<file path="src/rtl/wake_seq_pkg.sv">
package wake_seq_pkg;
  typedef enum logic [2:0] {
    ST_IDLE,
    ST_SETUP,
    ST_XSTART,
    ST_XFER,
    ST_POWER,
    ST_NAP
  } seq_state_e;

  localparam int unsigned ADDR_W  = 7;
  localparam int unsigned DATA_W  = 8;
  localparam int unsigned FRAME_W = 1 + ADDR_W + DATA_W;

  function automatic logic [FRAME_W-1:0] build_frame(input logic [ADDR_W-1:0] addr,
                                                     input logic [DATA_W-1:0] data);
    return {1'b0, addr, data};
  endfunction
endpackage

</file>
<file path="src/rtl/wake_delay.sv">
module wake_delay #(
  parameter int unsigned CNT_W = 8
) (
  input  logic             clk_i,
  input  logic             rst_ni,
  input  logic             load_i,
  input  logic [CNT_W-1:0] load_val_i,
  output logic             done_o
);
  logic [CNT_W-1:0] cnt_q;

  always_ff @(posedge clk_i or negedge rst_ni) begin
    if (!rst_ni)            cnt_q <= '0;
    else if (load_i)        cnt_q <= load_val_i;
    else if (cnt_q != '0)   cnt_q <= cnt_q - 1'b1;
  end

  // loaded value N gives N cycles in the waiting state
  assign done_o = (cnt_q == CNT_W'(1));
endmodule

</file>
<file path="src/rtl/wake_spi_tx.sv">
module wake_spi_tx #(
  parameter int unsigned FRAME_W  = 16,
  parameter int unsigned HALF_CYC = 4
) (
  input  logic               clk_i,
  input  logic               rst_ni,
  input  logic               start_i,
  input  logic [FRAME_W-1:0] frame_i,
  output logic               sclk_o,
  output logic               mosi_o,
  output logic               done_o
);
  localparam int unsigned HW = $clog2(HALF_CYC + 1);
  localparam int unsigned BW = $clog2(FRAME_W + 1);

  logic               active_q;
  logic               sclk_q;
  logic [FRAME_W-1:0] sh_q;
  logic [HW-1:0]      hcnt_q;
  logic [BW-1:0]      bits_q;
  logic               tick;
  logic               last_bit;

  assign tick     = (hcnt_q == HW'(1));
  assign last_bit = (bits_q == BW'(FRAME_W - 1));

  always_ff @(posedge clk_i or negedge rst_ni) begin
    if (!rst_ni) begin
      active_q <= 1'b0;
      sclk_q   <= 1'b0;
      sh_q     <= '0;
      hcnt_q   <= '0;
      bits_q   <= '0;
    end else if (start_i) begin
      active_q <= 1'b1;
      sclk_q   <= 1'b0;
      sh_q     <= frame_i;
      hcnt_q   <= HW'(HALF_CYC);
      bits_q   <= '0;
    end else if (active_q) begin
      if (tick) begin
        hcnt_q <= HW'(HALF_CYC);
        sclk_q <= ~sclk_q;
        if (sclk_q) begin
          sh_q   <= sh_q << 1;
          bits_q <= bits_q + 1'b1;
          if (last_bit) active_q <= 1'b0;
        end
      end else begin
        hcnt_q <= hcnt_q - 1'b1;
      end
    end
  end

  assign sclk_o = sclk_q;
  assign mosi_o = active_q & sh_q[FRAME_W-1];
  assign done_o = active_q & tick & sclk_q & last_bit;
endmodule

</file>
<file path="src/rtl/wake_fsm.sv">
module wake_fsm
  import wake_seq_pkg::*;
#(
  parameter int unsigned SETUP_CYC   = 16,
  parameter int unsigned POWERUP_CYC = 64,
  parameter int unsigned NAP_CYC     = 8,
  parameter int unsigned DLL_CYC     = 32,
  parameter int unsigned CNT_W       = 8
) (
  input  logic             clk_i,
  input  logic             rst_ni,
  input  logic             wake_req_i,
  input  logic             nap_req_i,
  input  logic             cs_low_i,
  input  logic             clk_stopped_i,
  input  logic             dly_done_i,
  input  logic             tx_done_i,
  output logic             dly_load_o,
  output logic [CNT_W-1:0] dly_val_o,
  output logic             tx_start_o,
  output logic             csn_o,
  output logic             busy_o,
  output logic             ready_o
);
  seq_state_e st_q, st_d;
  logic       csn_q, csn_d;
  logic       rdy_q, rdy_d;

  always_comb begin
    st_d       = st_q;
    csn_d      = csn_q;
    rdy_d      = rdy_q;
    dly_load_o = 1'b0;
    dly_val_o  = '0;
    unique case (st_q)
      ST_IDLE: begin
        if (wake_req_i) begin
          rdy_d = 1'b0;
          csn_d = 1'b0;
          if (cs_low_i) begin
            st_d = ST_XSTART;
          end else begin
            st_d       = ST_SETUP;
            dly_load_o = 1'b1;
            dly_val_o  = CNT_W'(SETUP_CYC);
          end
        end else if (nap_req_i) begin
          rdy_d      = 1'b0;
          st_d       = ST_NAP;
          dly_load_o = 1'b1;
          dly_val_o  = clk_stopped_i ? CNT_W'(NAP_CYC + DLL_CYC) : CNT_W'(NAP_CYC);
        end
      end
      ST_SETUP:  if (dly_done_i) st_d = ST_XSTART;
      ST_XSTART: st_d = ST_XFER;
      ST_XFER: begin
        if (tx_done_i) begin
          csn_d      = 1'b1;
          st_d       = ST_POWER;
          dly_load_o = 1'b1;
          dly_val_o  = CNT_W'(POWERUP_CYC);
        end
      end
      ST_POWER, ST_NAP: begin
        if (dly_done_i) begin
          st_d  = ST_IDLE;
          rdy_d = 1'b1;
        end
      end
      default: st_d = ST_IDLE;
    endcase
  end

  always_ff @(posedge clk_i or negedge rst_ni) begin
    if (!rst_ni) begin
      st_q  <= ST_IDLE;
      csn_q <= 1'b1;
      rdy_q <= 1'b0;
    end else begin
      st_q  <= st_d;
      csn_q <= csn_d;
      rdy_q <= rdy_d;
    end
  end

  assign tx_start_o = (st_q == ST_XSTART);
  assign csn_o      = csn_q;
  assign busy_o     = (st_q != ST_IDLE);
  assign ready_o    = rdy_q;
endmodule

</file>
<file path="src/rtl/wake_seq.sv">
module wake_seq
  import wake_seq_pkg::*;
#(
  parameter int unsigned SETUP_CYC   = 15000,
  parameter int unsigned POWERUP_CYC = 100000,
  parameter int unsigned NAP_CYC     = 100,
  parameter int unsigned DLL_CYC     = 5200,
  parameter int unsigned HALF_CYC    = 4,
  parameter int unsigned WAKE_ADDR   = 25,
  parameter int unsigned WAKE_DATA   = 8'h02
) (
  input  logic clk_i,
  input  logic rst_ni,
  input  logic wake_req_i,
  input  logic nap_req_i,
  input  logic cs_low_in_sleep_i,
  input  logic clk_stopped_i,
  output logic spi_csn_o,
  output logic spi_sclk_o,
  output logic spi_mosi_o,
  output logic busy_o,
  output logic ready_o
);
  localparam int unsigned MAX_A   = (SETUP_CYC > POWERUP_CYC) ? SETUP_CYC : POWERUP_CYC;
  localparam int unsigned MAX_NAP = NAP_CYC + DLL_CYC;
  localparam int unsigned MAX_ALL = (MAX_A > MAX_NAP) ? MAX_A : MAX_NAP;
  localparam int unsigned CNT_W   = $clog2(MAX_ALL + 1);

  localparam logic [FRAME_W-1:0] FRAME =
    build_frame(ADDR_W'(WAKE_ADDR), DATA_W'(WAKE_DATA));

  logic             dly_load;
  logic [CNT_W-1:0] dly_val;
  logic             dly_done;
  logic             tx_start;
  logic             tx_done;

  wake_fsm #(
    .SETUP_CYC  (SETUP_CYC),
    .POWERUP_CYC(POWERUP_CYC),
    .NAP_CYC    (NAP_CYC),
    .DLL_CYC    (DLL_CYC),
    .CNT_W      (CNT_W)
  ) u_fsm (
    .clk_i        (clk_i),
    .rst_ni       (rst_ni),
    .wake_req_i   (wake_req_i),
    .nap_req_i    (nap_req_i),
    .cs_low_i     (cs_low_in_sleep_i),
    .clk_stopped_i(clk_stopped_i),
    .dly_done_i   (dly_done),
    .tx_done_i    (tx_done),
    .dly_load_o   (dly_load),
    .dly_val_o    (dly_val),
    .tx_start_o   (tx_start),
    .csn_o        (spi_csn_o),
    .busy_o       (busy_o),
    .ready_o      (ready_o)
  );

  wake_delay #(.CNT_W(CNT_W)) u_dly (
    .clk_i     (clk_i),
    .rst_ni    (rst_ni),
    .load_i    (dly_load),
    .load_val_i(dly_val),
    .done_o    (dly_done)
  );

  wake_spi_tx #(.FRAME_W(FRAME_W), .HALF_CYC(HALF_CYC)) u_tx (
    .clk_i  (clk_i),
    .rst_ni (rst_ni),
    .start_i(tx_start),
    .frame_i(FRAME),
    .sclk_o (spi_sclk_o),
    .mosi_o (spi_mosi_o),
    .done_o (tx_done)
  );
endmodule

</file>
<file path="config.mk">
export PLATFORM = sky130hd
export DESIGN_NAME = wake_seq
export DESIGN_NICKNAME = d
export VERILOG_FILES = /design/src/rtl/wake_seq_pkg.sv /design/src/rtl/wake_delay.sv /design/src/rtl/wake_spi_tx.sv /design/src/rtl/wake_fsm.sv /design/src/rtl/wake_seq.sv
export SDC_FILE = /design/constraint.sdc
export NUM_CORES = 1
export LEC_CHECK = 0
export ABC_AREA = 1
export ABC_CLOCK_PERIOD_IN_PS = 3300
export BUFFER_PORTS_ARGS = -buffer_cell sky130_fd_sc_hd__buf_2
export CORE_MARGIN = 8
export CORE_UTILIZATION = 60
export CTS_CLUSTER_SIZE = 30
export DETAILED_ROUTE_END_ITERATION = 12
export GPL_TIMING_DRIVEN = 0
export PLACE_DENSITY_LB_ADDON = 0.05
export SYNTH_ARGS = -nofsm -noshare
export SYNTH_HDL_FRONTEND = slang
export SYNTH_SLANG_ARGS = --single-unit
</file>
<file path="constraint.sdc">
create_clock -name clk_i -period 3.3 [get_ports clk_i]
set_input_delay 0.825 -clock clk_i [delete_from_list [all_inputs] [get_ports clk_i]]
set_output_delay 0.825 -clock clk_i [all_outputs]
set_load 0.02 [all_outputs]
</file>
# == Yosys cells after proc, flatten, opt, wreduce, memory -nomap -nowiden ==
# Index checks and enable logic that the tools add are counted.
# totals
regBits,48
inputBits,6
out_inout_bits,5
# op_classes
n_addsub,3
eq_ne,13
mux,46
bitwise,5
reduce_logical,15
# op_table
op,count
$mux W17,5
$mux W16,4
$pmux W17 S2,1
$mux W3,8
$mux W5,4
$eq A17 B1 Y1 const B,1
$mux W1,17
$reduce_bool A17 Y1,1
$sub A17 B1 Y17 const B,1
$pmux W3 S5,1
$mux W14,1
$mux W13,1
$reduce_bool A2 Y1,6
$reduce_and A3 Y1,3
$ne A2 B2 Y1 const B,4
$eq A3 B1 Y1 const B,2
$eq A3 B2 Y1 const B,2
$eq A3 B3 Y1 const B,2
$pmux W1 S2,3
$add A5 B1 Y5 const B,1
$eq A5 B4 Y1 const B,1
$and A1 B1 Y1,4
$reduce_and A4 Y1,1
$logic_not A3 Y1,1
7 further kinds,7

# == Longest topological paths before layout ==
# Gate-level depths: netlist of the first run.
# logic_depth
ltp_word,7
ltp_mapped,13

# == By module ==
# A second synthesis of the first run with hierarchy kept.
# unflattened
hier_cells,446
hier_area_um2,3061.7
# modules_own_cells
mod,instances,cells_each,area_each_um2,seq_area_each_um2
wake_spi_tx,1,181,1332.5,650.6
wake_delay,1,188,1267.5,425.4
wake_fsm,1,75,454.2,126.4
wake_seq,1,2,7.5,0.0

# == Worst setup path before layout of the first run ==
# OpenSTA, ideal clock, no wires.
# synth_timing
path_type,input -> register
start,input wake_req_i
end,register u_dly.cnt_q[5]
t_arrival_ns,1.648
setup_slack_ns,1.530
cell_stages,8
n_path_buf,1
path_cell_list,inv_1 o21ai_0 nand2_4 nand2_8 inv_6 buf_8 a21oi_4 nor2_1
# synth_via
elab_chain_cells,3
elab_cells_between_ends,6
cone_classes,mux: 5; reduce/logical: 1
# synth_rtl
item,line_no,source
start: declaration,wake_seq.sv:14,"input logic wake_req_i,"
$mux W17 or $mux W1 (tied branches),wake_fsm.sv:37,if (wake_req_i) begin
$pmux W17 S2 or $pmux W1 S2 (tied branches),wake_fsm.sv:35,unique case (st_q)
$mux W17 or $reduce_bool A2 Y1 (tied branches),-,
end signal: assignment,wake_delay.sv:14,else if (load_i) cnt_q <= load_val_i;
end signal: assignment,wake_delay.sv:15,else if (cnt_q != '0) cnt_q <= cnt_q - 1'b1;
end: declaration,wake_delay.sv:10,logic [CNT_W-1:0] cnt_q;
# Several ways; a longest one is shown, not always the timed one.
# A chain may end at the register's enable or synchronous reset.

# == Worst setup path after layout of the first run ==
# layout_timing
start,register u_fsm.st_q[1]
end,output busy_o
# layout_via
elab_chain_cells,1
# layout_rtl
item,line_no,source
start: declaration,wake_fsm.sv:25,"seq_state_e st_q, st_d;"
start signal: assignment,wake_fsm.sv:80,st_q <= st_d;
$reduce_bool A3 Y1,wake_fsm.sv:88,assign busy_o = (st_q != ST_IDLE);
end: declaration,wake_seq.sv:21,"output logic busy_o,"
# Every way passes these cells.

==> results of run 1 <==
## registers in the layout, indices dropped and copies added, names as in the netlist
name and count:
u_dly.cnt_q 17, u_tx.hcnt_q 3, u_fsm.ready_o 1, u_tx.bits_q 5
u_tx.sclk_o 1, u_tx.sh_q 15, u_fsm.csn_o 1, u_tx.active_q 1
u_fsm.st_q 3
## area by class of cell
type / instances / area [µm²]
tap: 52 / 65.1
buffer: 6 / 37.5
clock inverter: 3 / 67.6
sequential: 47 / 1180
fill: 377 / 1420
multi-input combinational: 251 / 1270
inverter: 43 / 169
clock buffer: 5 / 68.8
timing repair buffer: 10 / 50.0
## layer usage
layer / vias up / part of all wire, % / wire [µm] / track usage (%)
met5: - / 0 / 0 / 0
met4: 0 / 0.86 / 46 / 4.48
met3: 6 / 3.3 / 175 / 4.22
met2: 28 / 48 / 2560 / 30.6
met1: 1025 / 48 / 2560 / 22.2
li1: 1136 / - / - / -
## worst register-to-register path: cells and delay by family (launching register included)
| kind | cells | cell delay [ns] |
|---|---|---|
| buffers and inverters | 2 | 0.08 |
| flip-flops | 1 | 0.39 |
| adder cells (fa/ha/maj) | 2 | 0.32 |
| AND/OR/NAND/NOR | 8 | 0.99 |
| AO/OA/AOI/OAI | 1 | 0.09 |
## logic make-up (layout without fill, tap and decap cells)
kind of cell             after synthesis  count (layout)
AO/OA/AOI/OAI                         49              49
AND/OR/NAND/NOR                      193             193
flip-flops                            47              47
adder cells (fa/ha/maj)                6               6
buffers and inverters                 49              67
XOR/XNOR                               2               2
multiplexers                           1               1
## cell usage in the layout (no fill, tap or decap), types with 3 or more instances in the layout
cell type / Yosys / layout
inv_1: 38 / 38
clkbuf_8: 0 / 5
a21oi_1: 10 / 10
o21ai_2: 4 / 4
nor2_1: 38 / 38
nand2_2: 3 / 3
buf_2: 2 / 12
ha_1: 6 / 6
nand4_1: 3 / 3
nand3_1: 24 / 24
nand2_1: 106 / 106
dfrtp_1: 46 / 46
nor2_2: 5 / 5
nor2_4: 3 / 3
o21ai_0: 31 / 31
inv_2: 3 / 3
## power groups by stage
stage | registers (mW) | clock network (mW) | logic, mW
2_1_floorplan | 0.985 | 0 | 1.01
4_1_cts | 1.00 | 0.513 | 1.29
3_3_place_gp | 1.01 | 0 | 1.25
3_5_place_dp | 1.01 | 0 | 1.28
6_report | 1.00 | 0.499 | 1.28
5_1_grt | 1.03 | 0.538 | 1.49
## path summary, 6_finish.rpt
kind                                            start                     endpoint  slack [ns]  cells past startpoint
max                         u_fsm.st_q[1]$_DFFE_PN0P_                       busy_o        1.28                      3
min                          u_tx.sh_q[1]$_DFFE_PN0P_     u_tx.sh_q[1]$_DFFE_PN0P_        0.48                      2
max reg2reg                u_tx.bits_q[0]$_DFFE_PN0P_   u_dly.cnt_q[4]$_DFFE_PN0P_        1.33                     13
min reg2reg                  u_tx.sh_q[1]$_DFFE_PN0P_     u_tx.sh_q[1]$_DFFE_PN0P_        0.48                      2
max in group asynchronous                      rst_ni    u_fsm.ready_o$_DFFE_PN0P_        1.95                      1
min in group asynchronous                      rst_ni  u_dly.cnt_q[15]$_DFFE_PN0P_        0.67                      1
==> run_results.csv, run 1 <==
group,metric,value,unit
logic_synthesis,synth_compound_area_share,10.5,%
clock_network,clkLatencyLatePin,0.31,ns
logic_synthesis,yosys_register_bits,47,
placed_design,io_buffers,10,
logic_synthesis,yosys-top-cells-area,"dfrtp_1 (43%), nand2_1 (15%), o21ai_0 (5.8%)",
routing,drc,0,
critical_path,start_kind,"flop",
min_path,min_path_type,"flop to flop",
power_and_ir_drop,ir_worst_vdd,0.000484,V
logic_synthesis,yosysWarningCount,0,
power_and_ir_drop,pwr_density_cell,957,nW/µm²
timing,finalClockSkew,0.0158,ns
routing,avgViaCountPerCell,5.26,
logic_synthesis,netlist_top_cells_count,"nand2_1 (106), dfrtp_1 (46), inv_1 (38), nor2_1 (38), o21ai_0 (31)",
power_and_ir_drop,power,2.79,mW
floorplan,ios,11,
routing,antenna_left,0,
grt,grt_pass1_wl,9.55,mm
timing,fmax,496,MHz
status,status,"finished, final reports clean",
critical_path,cpPeakStageDelay,0.45,ns
placed_design,gp_congestion,0.871,
logic_synthesis,synth.top_cell.area_share,43.3,%
clock_network,cts_made_buffers,5,
logic_synthesis,synth_xor_xnor_area_share,0.659,%
floorplan,core,4320,µm²
clock_network,postCtsSetupRepairBufs,0,
logic_synthesis,synthMuxAreaShare,0.377,%
floorplan,placementRows,24,
logic_synthesis,syn_nets,359,
critical_path,path_class,"flop to output port",
logic_synthesis,syn_area,2660,µm²
logic_synthesis,synthFlopType,"dfrtp_1",
power_and_ir_drop,p_clk_share,17.9,%
timing,final.period_utilization,61.1,%
routing,routed_wire_length_per_instance,12.8,µm
logic_synthesis,synthDistinctLibCells,36,
timing,slew_headroom,30.6,%
timing,setup_tns,0,ns
logic_synthesis,avgSynthCellArea,7.66,µm²
layout,num_antenna_cells,0,
power_and_ir_drop,power_frac_seq,36.1,%
timing,min_period,2.02,ns
power_and_ir_drop,switchingPower,1.21,mW
power_and_ir_drop,switching_share,43.5,%
layout,fin_nets,376,
logic_synthesis,synth_edf_count,0,
logic_synthesis,synth-simple-area-share,33.6,%
clock_network,htree_levels,2,
logic_synthesis,synthCells,347,
critical_path,critPathTopFamily,"flip-flops",
clock_network,ctsLongestPathBuffers,2,
floorplan,die_h,82.6,µm
power_and_ir_drop,p_leak,1.47,nW
placed_design,place_area,2770,µm²
power_and_ir_drop,combPwrFrac,46.0,%
logic_synthesis,yosysSeqAreaShare,44.3,%
power_and_ir_drop,internal_power,1.57,mW
floorplan,die_x,82.6,µm
floorplan,initial_core_util,61.5,%
layout,areaGrowthSynthToFinish,9.46,%
routing,drt-total-wl,5.34,mm
timing,fin_ws,1.28,ns
timing,worst_slew_pin_slew,1.04,ns
placed_design,dp_cells,409,
floorplan,dieArea,6810,µm²
critical_path,path_max_fanout,5,
clock_network,cts_tree,"yes",
timing,slew_violations,0,
timing,rsz0062_at_grt,"no",
clock_network,cts-hold-fix-buffers,0,
grt,overflow,0,
critical_path,arrival,1.19,ns
grt,track_usage,17.9,%
timing,fin_hold_ws,0.483,ns
critical_path,cp.required,2.47,ns
layout,final_area,2910,µm²
critical_path,worst-path-buf-inv,1,
placed_design,hpwl,3.83,mm
routing,vias,2195,
clock_network,post_cts_resized,0,
logic_synthesis,synth_area_leader_cell,"dfrtp_1",
timing,finalHoldViolations,0,
layout,layout-drive-gt1-share,14.2,%
logic_synthesis,synth_top_family_by_area,"simple AND/OR/NAND/NOR gates",
grt,grt_max_degree,48,
critical_path,path_cells,"nor2_2 -> nand2_4 -> buf_2",
clock_network,cts_num_sinks,47,
logic_synthesis,yosys.cell_count.top_type,"nand2_1",
clock_network,path_clk_slew,0.08,ns
grt,grt_pass1_vias,2164,
logic_synthesis,synthAdderAreaFrac,2.82,%
timing,finalSetupViolCount,0,
clock_network,clk_root_buffer_cell,"clkbuf_8",
logic_synthesis,async_flop_share,100,%
grt,antenna_found_initial,0,
layout,utilization,67.3,%
layout,fin_cells,417,
routing,dr.pass1.iters,4,
critical_path,end_kind,"output port",
placed_design,place_ws,1.30,ns
routing,drt_iter0_markers,139,
critical_path,cpMaxStageDelayCell,"dfrtp_1",
job,maxCapViolations,0,
Power figures use the tool's default switching activity.
==> run 2, diff against run 1 <==
ABC_CLOCK_PERIOD_IN_PS = 1710   (was 3300)
CORE_UTILIZATION = 55   (was 60)
clock period = 1.71 ns   (was 3.3 ns; I/O delays follow)
==> run_results.csv, run 2 (synthesized netlist as in run 1, its figures left out) <==
group,metric,value,unit
power_and_ir_drop,pwr_density_cell,1740,nW/µm²
min_path,min_path_type,"input pin to asynchronous set/reset pin",
floorplan,die_h,85.5,µm
status,violations,"negative setup slack",
grt,grt_max_degree,48,
clock_network,clk_root_buffer_cell,"clkbuf_8",
grt,overflow,0,
timing,worst_slew_pin_slew,1.04,ns
layout,utilization,66.9,%
timing,finalClockSkew,0.0108,ns
placed_design,gp_congestion,0.854,
clock_network,path_clk_slew,0.09,ns
routing,dr.pass1.iters,4,
placed_design,io_buffers,10,
critical_path,path_max_fanout,6,
layout,largest_registers,"u_dly.cnt_q: 17 flops, u_tx.sh_q: 15 flops, u_tx.bits_q: 5 flops",
layout,areaGrowthSynthToFinish,18.0,%
critical_path,path_class,"flop to flop",
grt,track_usage,16.6,%
placed_design,place_ws,-0.281,ns
grt,grt_pass1_vias,2232,
clock_network,htree_levels,2,
timing,fmax,567,MHz
routing,avgViaCountPerCell,5.28,
clock_network,cts_made_buffers,5,
timing,rsz0062_at_grt,"yes",
routing,drt_iter0_markers,109,
floorplan,core,4690,µm²
power_and_ir_drop,p_leak,1.57,nW
timing,finalHoldViolations,0,
timing,slew_violations,0,
layout,fillCellCount,386,
layout,largest_register,"u_dly.cnt_q",
critical_path,r2r_slack,-0.05,ns
floorplan,die_x,85.5,µm
placed_design,dp_cells,411,
critical_path,worstReg2RegStart,"u_tx.bits_q[0]$_DFFE_PN0P_",
timing,slew_headroom,30.8,%
layout,layout-drive-gt1-share,24.7,%
layout,largest_reg_flops,17,
critical_path,arrival,1.96,ns
floorplan,ios,11,
routing,drt-total-wl,5.81,mm
clock_network,cts-hold-fix-buffers,0,
timing,min_period,1.76,ns
critical_path,r2r-end,"u_dly.cnt_q[15]$_DFFE_PN0P_",
layout,fin_cells,434,
placed_design,hpwl,3.95,mm
routing,vias,2290,
clock_network,cts_num_sinks,47,
timing,fin_ws,-0.0537,ns
floorplan,placementRows,25,
status,status,"finished with violations",
grt,grt_pass1_wl,9.86,mm
power_and_ir_drop,ir_worst_vdd,0.000849,V
layout,layout_common_cells,"nand2_1 (98), dfrtp_1 (46), inv_1 (36), nor2_1 (36), o21ai_0 (27)",
routing,drc,0,
clock_network,ctsLongestPathBuffers,2,
routing,antenna_left,0,
timing,final.period_utilization,103,%
floorplan,initial_core_util,56.6,%
critical_path,cp.required,1.91,ns
critical_path,end_kind,"flop",
grt,antenna_found_initial,0,
critical_path,start_kind,"flop",
routing,routed_wire_length_per_instance,13.4,µm
job,maxCapViolations,0,
clock_network,cts_tree,"yes",
layout,final_common_cell,"nand2_1",
timing,finalSetupViolCount,11,
layout,fin_nets,392,
clock_network,clkLatencyLatePin,0.30,ns
critical_path,r2r_cells,12,
floorplan,dieArea,7310,µm²
layout,num_antenna_cells,0,
==> run 2: changes by cell type in the layout (fill, tap and decap cells not counted), moves of 4 or more <==
| cell | before | now |
|---|---|---|
| a21oi_1 | 10 | 5 |
| a21oi_2 | 0 | 5 |
| buf_4 | 0 | 11 |
| nand2_1 | 106 | 98 |
| nand2_2 | 3 | 10 |
| nand3_1 | 24 | 19 |
| nand3_2 | 1 | 6 |
| o21ai_0 | 31 | 27 |
==> run 2: power breakdown <==
part | total (mW) | leakage, nW | internal (mW) | switching [mW]
Sequential | 1.94 | 0.586 | 1.57 | 0.364
Clock | 0.689 | 0.0470 | 0.318 | 0.371
Combinational | 2.83 | 0.933 | 1.09 | 1.74
Total | 5.46 | 1.57 | 2.98 | 2.48
==> run 2: area by class of cell <==
| type | instances | area (µm²) | share of cell area, % |
|---|---|---|---|
| clock inverter | 1 | 5.00 | 0.160 |
| sequential | 47 | 1180 | 37.5 |
| inverter | 43 | 174 | 5.54 |
| multi-input combinational | 251 | 1370 | 43.8 |
| timing repair buffer | 26 | 220 | 7.02 |
| clock buffer | 6 | 82.6 | 2.63 |
| buffer | 6 | 37.5 | 1.20 |
| tap | 54 | 67.6 | 2.15 |
==> run 2: worst max-delay path: stages (launching register included) <==
cell	delay [ns]
dfrtp_1	0.36
ha_2	0.18
nand2_2	0.06
nor2_2	0.09
ha_2	0.18
nand2_2	0.07
nor2_4	0.13
nand3_4	0.13
nand2_8	0.13
inv_8	0.05
clkbuf_16	0.15
nand3_1	0.09
a21oi_2	0.05
==> run 2: how the worst max path moves through the flow <==
stage                                           from                     endpoint  slack [ns]
after floorplan           u_tx.bits_q[0]$_DFFE_PN0P_   u_dly.cnt_q[5]$_DFFE_PN0P_       0.003
after global placement    u_tx.bits_q[0]$_DFFE_PN0P_   u_dly.cnt_q[5]$_DFFE_PN0P_       -0.25
after detailed placement  u_tx.bits_q[0]$_DFFE_PN0P_   u_dly.cnt_q[5]$_DFFE_PN0P_       -0.28
after CTS                 u_tx.bits_q[0]$_DFFE_PN0P_   u_dly.cnt_q[6]$_DFFE_PN0P_       -0.06
after global routing      u_tx.bits_q[0]$_DFFE_PN0P_   u_dly.cnt_q[5]$_DFFE_PN0P_       -0.19
final                     u_tx.bits_q[0]$_DFFE_PN0P_  u_dly.cnt_q[15]$_DFFE_PN0P_       -0.05
==> run 2: timing repair <==
item | in CTS | in global routing
pin swaps | 2 | 6
endpoints found under the setup margin | 19 | 22
cloned | 0 | 1
gates resized for setup | 5 | 33
buffers inserted | 7 | 8
==> run 2: metal layers <==
layer  vias to the layer above  track usage, %  part of all wire, %  wire length (µm)
met5                         -               0                    0                 0
met3                        11            2.67                  4.3               247
li1                       1163               -                    -                 -
met2                        46            29.1                   49              2830
met4                         0            7.01                  1.8               104
met1                      1070            19.6                   45              2630
==> run 2: per-stage QoR <==
stage	setup TNS (ns)	hold WS (ns)	area (µm²)	total power [mW]
after floorplan	0	0.132	2660	3.86
after global placement	-2.98	0.462	2780	4.36
after detailed placement	-3.68	0.466	2780	4.44
after CTS	-0.457	0.347	2940	5.20
after global routing	-2.52	0.407	3140	5.96
final	-0.240	0.304	3140	5.46
==> run 3, diff against run 2 <==
CORE_UTILIZATION = 45   (was 55)
==> run_results.csv, run 3 (synthesized netlist as in run 1, its figures left out) <==
group,metric,value,unit
layout,ff_latch_area,1180,µm²
clock_network,cts_tree,"yes",
routing,drt_iter0_markers,112,
critical_path,r2r_slack,-0.09,ns
critical_path,cp.required,1.91,ns
layout,final_area,3130,µm²
floorplan,core,5820,µm²
grt,track_usage,14.5,%
layout,final_common_cell,"nand2_1",
critical_path,cpPeakStageDelay,0.37,ns
placed_design,io_buffers,10,
job,maxCapViolations,0,
critical_path,end_kind,"flop",
power_and_ir_drop,internal_power,3.05,mW
timing,rsz0062_at_grt,"yes",
routing,drc,0,
floorplan,ios,11,
routing,avgViaCountPerCell,4.94,
clock_network,cts_num_sinks,47,
layout,multi_input_area,1380,µm²
routing,drt-total-wl,5.91,mm
routing,dr.pass1.iters,4,
power_and_ir_drop,switchingPower,2.47,mW
timing,setup_tns,-0.843,ns
floorplan,dieArea,8620,µm²
clock_network,htree_levels,2,
timing,finalClockSkew,0.00907,ns
placed_design,place_ws,-0.271,ns
critical_path,critPathTopFamily,"simple AND/OR/NAND/NOR gates",
layout,largest_reg_flops,17,
timing,fin_ws,-0.0879,ns
critical_path,path_depth,12,
grt,overflow,0,
power_and_ir_drop,p_leak,1.54,nW
layout,layout-drive-gt1-share,23.5,%
critical_path,r2r_cells,12,
grt,antenna_found_initial,0,
clock_network,clk_root_buffer_cell,"clkbuf_8",
timing,slew_violations,0,
routing,routed_wire_length_per_instance,13.1,µm
timing,fmax,556,MHz
routing,antenna_left,0,
status,violations,"negative setup slack",
layout,fillCellCount,571,
layout,areaGrowthSynthToFinish,17.7,%
floorplan,initial_core_util,45.7,%
critical_path,arrival,2.00,ns
power_and_ir_drop,switching_share,44.7,%
critical_path,worst-path-buf-inv,2,
timing,finalSetupViolCount,16,
layout,largest_registers,"u_dly.cnt_q: 17 flops, u_tx.sh_q: 15 flops, u_tx.bits_q: 5 flops",
layout,num_antenna_cells,0,
placed_design,dp_cells,432,
floorplan,placementRows,28,
critical_path,start_kind,"flop",
layout,layout_common_cells,"nand2_1 (99), dfrtp_1 (46), inv_1 (37)",
power_and_ir_drop,ir_worst_vdd,0.000944,V
clock_network,path_clk_slew,0.09,ns
layout,largest_register,"u_dly.cnt_q",
status,status,"finished with violations",
min_path,min_path_type,"input pin to asynchronous set/reset pin",
layout,fin_cells,450,
timing,worst_slew_pin_slew,1.08,ns
power_and_ir_drop,power_frac_seq,35.1,%
grt,grt_max_degree,48,
critical_path,path_cells,"ha_2 -> nand2_2 -> nor2_2 -> ha_2 -> nand2_2 -> nor2_4 -> nand3_4 -> nand2_8 -> inv_8 -> buf_8 -> a21oi_4 -> nor2_2",
clock_network,ctsLongestPathBuffers,2,
placed_design,hpwl,4.06,mm
power_and_ir_drop,combPwrFrac,50.2,%
floorplan,die_h,92.9,µm
timing,finalHoldViolations,0,
clock_network,clkLatencyLatePin,0.30,ns
critical_path,cpMaxStageDelayCell,"dfrtp_1",
power_and_ir_drop,p_clk_share,14.7,%
clock_network,cts_made_buffers,5,
layout,fin_nets,387,
grt,grt_pass1_wl,10.1,mm
power_and_ir_drop,pwr_density_cell,1770,nW/µm²
grt,grt_pass1_vias,2154,
routing,vias,2224,
timing,final.period_utilization,105,%
critical_path,startpoint,"u_tx.bits_q[1]$_DFFE_PN0P_",
timing,slew_headroom,27.8,%
floorplan,die_x,92.9,µm
placed_design,place_area,2800,µm²
critical_path,r2r-end,"u_dly.cnt_q[5]$_DFFE_PN0P_",
critical_path,worstReg2RegStart,"u_tx.bits_q[1]$_DFFE_PN0P_",
power_and_ir_drop,power,5.52,mW
placed_design,gp_congestion,0.862,
timing,min_period,1.80,ns
critical_path,path_max_fanout,6,
critical_path,path_class,"flop to flop",
[run 3: cell count changes in the layout (fill, tap and decap cells not counted), sizes merged]
cell | previous run | this run
clkbuf | 10 | 9
clkinv | 1 | 0
buf | 28 | 23
bufinv | 0 | 1
clkinvlp | 0 | 1
[run 3: final cells by class]
cell class	instances	share of cell area (%)
inverters	43	5.48
multi-input cells	251	44.0
plain buffers	6	1.20
well taps	75	3.00
flip-flops and latches	47	37.6
clock inverters	2	1.20
clock buffers	5	2.20
repair buffers	21	5.28
[run 3: what timing repair did]
item	CTS	global route
endpoints found under the setup margin	19	19
hold buffers	0	0
buffers inserted	6	4
cloned	0	1
pin swaps	3	11
resized for setup	3	35
[run 3: per-layer routing]
layer | wire [µm] | share of wire, % | global-route usage [%] | up-vias
li1 | - | - | - | 1148
met5 | 0 | 0 | 0 | -
met3 | 215 | 3.6 | 2.51 | 8
met1 | 2760 | 47 | 18.8 | 1028
met2 | 2840 | 48 | 23.3 | 40
met4 | 90 | 1.5 | 5.77 | 0
[run 3: worst max-delay path by stage]
stage / end
2_1_floorplan: u_dly.cnt_q[5]$_DFFE_PN0P_
3_3_place_gp: u_dly.cnt_q[5]$_DFFE_PN0P_
3_5_place_dp: u_dly.cnt_q[5]$_DFFE_PN0P_
4_1_cts: u_dly.cnt_q[9]$_DFFE_PN0P_
5_1_grt: u_dly.cnt_q[13]$_DFFE_PN0P_
6_report: u_dly.cnt_q[5]$_DFFE_PN0P_
[run 3: per-stage QoR]
step / util, % / hold slack, ns
after CTS: 51.0 / 0.365
final: 53.8 / 0.320
after global routing: 53.8 / 0.411
after detailed placement: 48.2 / 0.469
after floorplan: - / 0.132
after global placement: 48.2 / 0.462
[run 3: worst register-to-register path: stages (launching register included)]
cell and delay (ns):
dfrtp_1 0.37, ha_2 0.19, nand2_2 0.06, nor2_2 0.11
ha_2 0.18, nand2_2 0.07, nor2_4 0.13, nand3_4 0.13
nand2_8 0.14, inv_8 0.06, buf_8 0.13, a21oi_4 0.11
nor2_2 0.04
[run 3: power by group through the flow]
stage / sequential (mW) / combinational [mW] / clock, mW
2_1_floorplan: 1.90 / 1.95 / 0
3_3_place_gp: 1.95 / 2.45 / 0
3_5_place_dp: 1.95 / 2.48 / 0
4_1_cts: 1.93 / 2.54 / 0.831
5_1_grt: 2.00 / 3.20 / 0.872
6_report: 1.94 / 2.77 / 0.810
